--- src/rtl/cpu_irq_presenter.sv ---
module cpu_irq_presenter #(
  parameter int SRC_W   = 24,
  parameter int PRIO_W  = 8,
  parameter int IPI_SRC = 2
) (
  input  logic                    clk,
  input  logic                    rst_n,
  input  logic [2:0]              cmd_op,
  input  logic [SRC_W+PRIO_W-1:0] cmd_data,
  output logic                    irq_out,
  output logic [SRC_W+PRIO_W-1:0] pend_word,
  output logic [PRIO_W-1:0]       ipi_prio,
  output logic                    acc_valid,
  output logic [SRC_W+PRIO_W-1:0] acc_word,
  output logic                    rej_valid,
  output logic [SRC_W-1:0]        rej_src,
  output logic                    resend_req,
  output logic                    eoi_valid,
  output logic [SRC_W-1:0]        eoi_src
);
  localparam int WORD_W = SRC_W + PRIO_W;
  localparam logic [PRIO_W-1:0] LEAST = '1;
  localparam logic [SRC_W-1:0] IPI_NUM = SRC_W'(IPI_SRC);
  localparam logic [2:0] OP_OFFER = 3'd1, OP_CUR = 3'd2, OP_IPI = 3'd3,
                         OP_ACC = 3'd4, OP_EOI = 3'd5;

  logic [PRIO_W-1:0] cur_q, cur_n, pprio_q, pprio_n, ipi_q, ipi_n, chk_prio;
  logic [SRC_W-1:0]  src_q, src_n, rej_s, eoi_s;
  logic              irq_q, irq_n, chk_en, rej_v, rsd_v, eoi_v, acc_v;
  logic [WORD_W-1:0] acc_n;

  wire [PRIO_W-1:0] in_lo  = cmd_data[PRIO_W-1:0];
  wire [PRIO_W-1:0] in_hi  = cmd_data[WORD_W-1:SRC_W];
  wire [SRC_W-1:0]  in_src = cmd_data[SRC_W-1:0];
  wire              busy   = src_q != '0;

  always_comb begin
    cur_n = cur_q; src_n = src_q; pprio_n = pprio_q; ipi_n = ipi_q; irq_n = irq_q;
    acc_n = acc_word; acc_v = 1'b0;
    rej_v = 1'b0; rej_s = '0; rsd_v = 1'b0; eoi_v = 1'b0; eoi_s = '0;
    chk_en = 1'b0; chk_prio = ipi_q;
    case (cmd_op)
      OP_OFFER: begin
        if (in_hi >= cur_q || (busy && pprio_q <= in_hi)) begin
          rej_v = 1'b1; rej_s = in_src;
        end else begin
          if (busy) begin rej_v = 1'b1; rej_s = src_q; end
          src_n = in_src; pprio_n = in_hi; irq_n = 1'b1;
        end
      end
      OP_IPI: begin
        ipi_n = in_lo;
        chk_prio = in_lo;
        chk_en = in_lo < cur_q;
      end
      OP_CUR: begin
        cur_n = in_lo;
        if (in_lo < cur_q) begin
          if (busy && in_lo <= pprio_q) begin
            rej_v = 1'b1; rej_s = src_q;
            src_n = '0; pprio_n = LEAST; irq_n = 1'b0;
          end
        end else if (!busy) begin
          rsd_v = 1'b1;
          chk_en = ipi_q < in_lo;
        end
      end
      OP_ACC: begin
        acc_v = 1'b1; acc_n = {cur_q, src_q};
        irq_n = 1'b0; cur_n = pprio_q; src_n = '0; pprio_n = LEAST;
      end
      OP_EOI: begin
        cur_n = in_hi; eoi_v = 1'b1; eoi_s = in_src;
        if (!busy) begin
          rsd_v = 1'b1;
          chk_en = ipi_q < in_hi;
        end
      end
      default: ;
    endcase
    if (chk_en && !(src_n != '0 && pprio_n <= chk_prio)) begin
      if (src_n != '0) begin rej_v = 1'b1; rej_s = src_n; end
      src_n = IPI_NUM; pprio_n = chk_prio; irq_n = 1'b1;
    end
  end

  always_ff @(posedge clk) begin
    if (!rst_n) begin
      cur_q <= '0; src_q <= '0; pprio_q <= LEAST; ipi_q <= LEAST; irq_q <= 1'b0;
      acc_valid <= 1'b0; acc_word <= '0; rej_valid <= 1'b0; rej_src <= '0;
      resend_req <= 1'b0; eoi_valid <= 1'b0; eoi_src <= '0;
    end else begin
      cur_q <= cur_n; src_q <= src_n; pprio_q <= pprio_n; ipi_q <= ipi_n; irq_q <= irq_n;
      acc_valid <= acc_v; acc_word <= acc_n; rej_valid <= rej_v; rej_src <= rej_s;
      resend_req <= rsd_v; eoi_valid <= eoi_v; eoi_src <= eoi_s;
    end
  end

  assign irq_out   = irq_q;
  assign pend_word = {cur_q, src_q};
  assign ipi_prio  = ipi_q;
endmodule

--- config.mk ---
export PLATFORM = sky130hd
export DESIGN_NAME = cpu_irq_presenter
export DESIGN_NICKNAME = d
export VERILOG_FILES = /design/src/rtl/cpu_irq_presenter.sv
export SDC_FILE = /design/constraint.sdc
export NUM_CORES = 1
export LEC_CHECK = 0
export BUFFER_PORTS_ARGS = -buffer_cell sky130_fd_sc_hd__buf_2
export CAP_MARGIN = 10
export CELL_PAD_IN_SITES_DETAIL_PLACEMENT = 1
export CELL_PAD_IN_SITES_GLOBAL_PLACEMENT = 1
export CORE_ASPECT_RATIO = 0.7
export CORE_MARGIN = 4
export CORE_UTILIZATION = 45
export CTS_BUF_LIST = sky130_fd_sc_hd__clkbuf_8
export DETAILED_ROUTE_END_ITERATION = 7
export PLACE_DENSITY_LB_ADDON = 0.1
export RECOVER_POWER = 100
export REMOVE_ABC_BUFFERS = 1
export SLEW_MARGIN = 30
export SYNTH_ARGS = -nofsm -noshare
export SYNTH_HDL_FRONTEND = slang
export SYNTH_SLANG_ARGS = --single-unit
--- constraint.sdc ---
create_clock -name clk -period 7.7 [get_ports clk]
set_input_delay 0.77 -clock clk [delete_from_list [all_inputs] [get_ports clk]]
set_output_delay 0.77 -clock clk [all_outputs]
set_load 0.02 [all_outputs]
==> flow_summary.yaml <==
grt:
  globalRouteTotalUtil_pct: 30.8
  grt_pass1_wl_mm: 42.4
  vias_in_the_first_global_route: 7351
  pin_count_of_the_biggest_net_entering_global_routing: 79
  grt_overflow_total: 0
  grt_antenna_before_repair: 0
yosys:
  unique_masters_post_synth: 59
  netlist_area_um2: 7110
  synthMostInstantiatedCell: "sky130_fd_sc_hd__dfxtp_1"
  async_reset_ff_share_pct: 0
  yosys_warnings: 0
  synth_top_area_share_pct: 37.4
  synth.area.top_cells: "sky130_fd_sc_hd__dfxtp_1 (37%), sky130_fd_sc_hd__ha_1 (9.3%), sky130_fd_sc_hd__nand2_1 (5.8%)"
  synth_seq_area_share_pct: 37.4
  synth_enable_flop_cells: 0
  avgSynthCellArea_um2: 8.52
  synth-seq-cells: 133
  postSynthCellCount: 835
  ys_dominant_reg_cell: "sky130_fd_sc_hd__dfxtp_1"
  synth_top_cells_by_count: "sky130_fd_sc_hd__dfxtp_1 (133), sky130_fd_sc_hd__nand2_1 (110), sky130_fd_sc_hd__nor2_1 (55)"
  netlist.top_cell.by_area: "sky130_fd_sc_hd__dfxtp_1"
route:
  via_count: 7065
  drt_iter0_markers: 518
  drcViolationCount: 0
  via_per_inst: 5.97
  drtAntennaViolNets: 0
  wl_per_cell_um: 23.3
  finalWirelength_mm: 27.6
  drtPass1Iterations: 5
cells_and_area:
  post_route_cells_drive_above_1_share_pct: 9.25
  syn_to_final_growth_pct: 17.1
  finalInstanceArea_um2: 8330
  nNetsFinal: 1061
  num_antenna_cells: 0
floorplan:
  placementRows: 38
  ios: 162
  effective_utilization_at_floorplan_pct: 45.9
  area_of_the_die_um2: 17900
  coreArea_um2: 15500
  die_height_um: 113
  die_x_um: 158
run_status:
  result_of_the_run: "finished with violations"
  violations: "capacitance limit, slew limit"
power:
  power.combinational.fraction_pct: 20.0
  power.static_leakage_nw: 3.24
  clock_network_fraction_of_total_power_pct: 39.4
  power.switching_fraction_pct: 32.7
  power_frac_seq_pct: 40.6
  worst_ir_drop_vdd_mv: 0.117
  power.density_cell_area_nw_per_um2: 218
  power.switching_mw: 0.594
  p_int_mw: 1.22
sta:
  finalSetupTns_ns: 0
  slew-limit-headroom_pct: -92.1
  slew_violations: 57
  report.final.hold_viol_count: 0
  achievable-frequency_mhz: 156
  report.final.setup_viol: 0
  postLayoutSetupSlackWorst_ns: 1.28
  worst_slew_pin_slew_ns: 2.88
  minimum_clock_period_ns: 6.42
  post-route-period-util_pct: 83.4
  clock-skew-final_ns: 0.0148
  grt_setup_unrepaired: "false"
clocking:
  postCtsHoldBufs: 0
  clk_buf_depth: 2
  number_of_sinks_handled_by_clock_tree_synthesis: 133
  cts_tree: "done"
  insertion_delay_ns: 0.47
  cts.repair.resized: 0
  htree_levels: 4
  clk_root_buffer_cell: "sky130_fd_sc_hd__clkbuf_8"
  worst_setup_hold_path_clk_slew_ns: 0.09
  postCtsSetupRepairBufs: 0
  numCtsBuffers: 17
place:
  dpl_cell_area_um2: 8020
  dpl.hpwl_mm: 19.6
  placement.setup.worst_slack_ns: 1.40
  numPortBuffers: 161
  gp_congestion: 1.04
setup_path:
  critical_path_class: "flop to flop"
  endpoint_kind: "flop"
  worst_ep_arrival_time_ns: 6.79
  critPathMaxFanout: 27
  critical_path_required_ns: 8.06
  worst_setup_path_start_kind: "flop"
worst_hold_path:
  type_of_the_most_critical_hold_path: "flop to flop"
flow_run:
  max-cap-violations: 1
cells by family (layout without fill, tap and decap cells):
kind of cell	Yosys count	in the layout	share of synthesized area (%)
compound gates	244	244	24.8
xor+xnor	2	2	0.246
fa+ha+maj	53	53	9.32
buf+inv	92	241	5.51
flops	133	133	37.4
mux	12	12	1.81
simple gates	299	299	20.9
critical path, cell delays in order, from the launching register on:
cell and delay (ns):
sky130_fd_sc_hd__dfxtp_1 0.39, sky130_fd_sc_hd__nor4_1 0.54, sky130_fd_sc_hd__nand4_1 0.38, sky130_fd_sc_hd__or2_0 0.48
sky130_fd_sc_hd__a31oi_1 1.01, sky130_fd_sc_hd__buf_8 0.30, sky130_fd_sc_hd__buf_4 0.32, sky130_fd_sc_hd__nor2_1 0.11
sky130_fd_sc_hd__o31ai_1 0.37, sky130_fd_sc_hd__ha_1 0.31, sky130_fd_sc_hd__nand4_1 0.09, sky130_fd_sc_hd__nor2_1 0.04
sky130_fd_sc_hd__a22oi_1 0.17, sky130_fd_sc_hd__o21ai_0 0.20, sky130_fd_sc_hd__o21ai_0 0.16, sky130_fd_sc_hd__o21a_1 0.66
sky130_fd_sc_hd__buf_4 0.38, sky130_fd_sc_hd__mux2_2 0.37
layout by cell type, fill, tap and decap left out, drive strengths merged, types with 8 or more instances in the layout:
cell type	instances
and3	27
mux2i	8
o21ai	47
a21boi	56
nor2b	10
dfxtp	133
clkbuf	145
a22oi	25
a21oi	19
and2	31
buf	45
nor4	12
a31oi	10
a211oi	34
inv	41
nand2	110
nor3b	23
ha	53
nand2b	9
nor2	55
path summary, 6_finish.rpt:
path                                  start                        end  slack (ns)  cells after the start
setup / recovery       src_q[12]$_SDFF_PP0_      pprio_q[7]$_SDFF_PN1_        1.28                     17
hold / removal    acc_word[30]$_SDFFE_PN0P_  acc_word[30]$_SDFFE_PN0P_        0.47                      2
setup reg to reg       src_q[12]$_SDFF_PP0_      pprio_q[7]$_SDFF_PN1_        1.28                     17
hold reg to reg   acc_word[30]$_SDFFE_PN0P_  acc_word[30]$_SDFFE_PN0P_        0.47                      2
through the flow:
step	std cells	hold WS, ns	utilization, %	total power, mW
after detailed placement	1150	0.465	51.8	1.11
final	1184	0.473	53.8	1.82
after global placement	1150	0.448	51.7	1.10
after CTS	1182	0.477	54.8	1.82
after global routing	1184	0.498	53.8	1.89
after floorplan	780	0.541	-	0.957
cell type report:
| cell class | count | area, um2 |
|---|---|---|
| Clock inverter | 14 | 221 |
| Timing Repair Buffer | 172 | 738 |
| Tap cell | 200 | 250 |
| Inverter | 37 | 139 |
| Sequential cell | 133 | 2660 |
| Multi-Input combinational cell | 610 | 4070 |
| Fill cell | 1940 | 7170 |
| Clock buffer | 18 | 248 |
state kept, by name, summed over array words and instances, names as in the netlist:
| signal | flops |
|---|---|
| resend_req | 1 |
| ipi_prio | 8 |
| src_q | 24 |
| irq_out | 1 |
| rej_valid | 1 |
| pprio_q | 8 |
| eoi_valid | 1 |
| cur_q | 8 |
| eoi_src | 24 |
| acc_word | 32 |
| acc_valid | 1 |
| rej_src | 24 |
per-layer routing:
layer	vias up	routed length, um	global-route usage, %
li1	3267	-	-
met1	3474	13100	44.8
met2	285	11700	44.1
met3	39	2280	8.07
met4	0	539	9.77
met5	-	0	0
power groups by stage:
stage | Sequential, mW | Combinational (mW) | Clock, mW
5_1_grt | 0.741 | 0.396 | 0.754
6_report | 0.738 | 0.364 | 0.715
4_1_cts | 0.736 | 0.364 | 0.721
3_5_place_dp | 0.752 | 0.361 | 0
2_1_floorplan | 0.763 | 0.194 | 0
3_3_place_gp | 0.751 | 0.345 | 0
No activity file was read; power rests on OpenSTA's default activity.
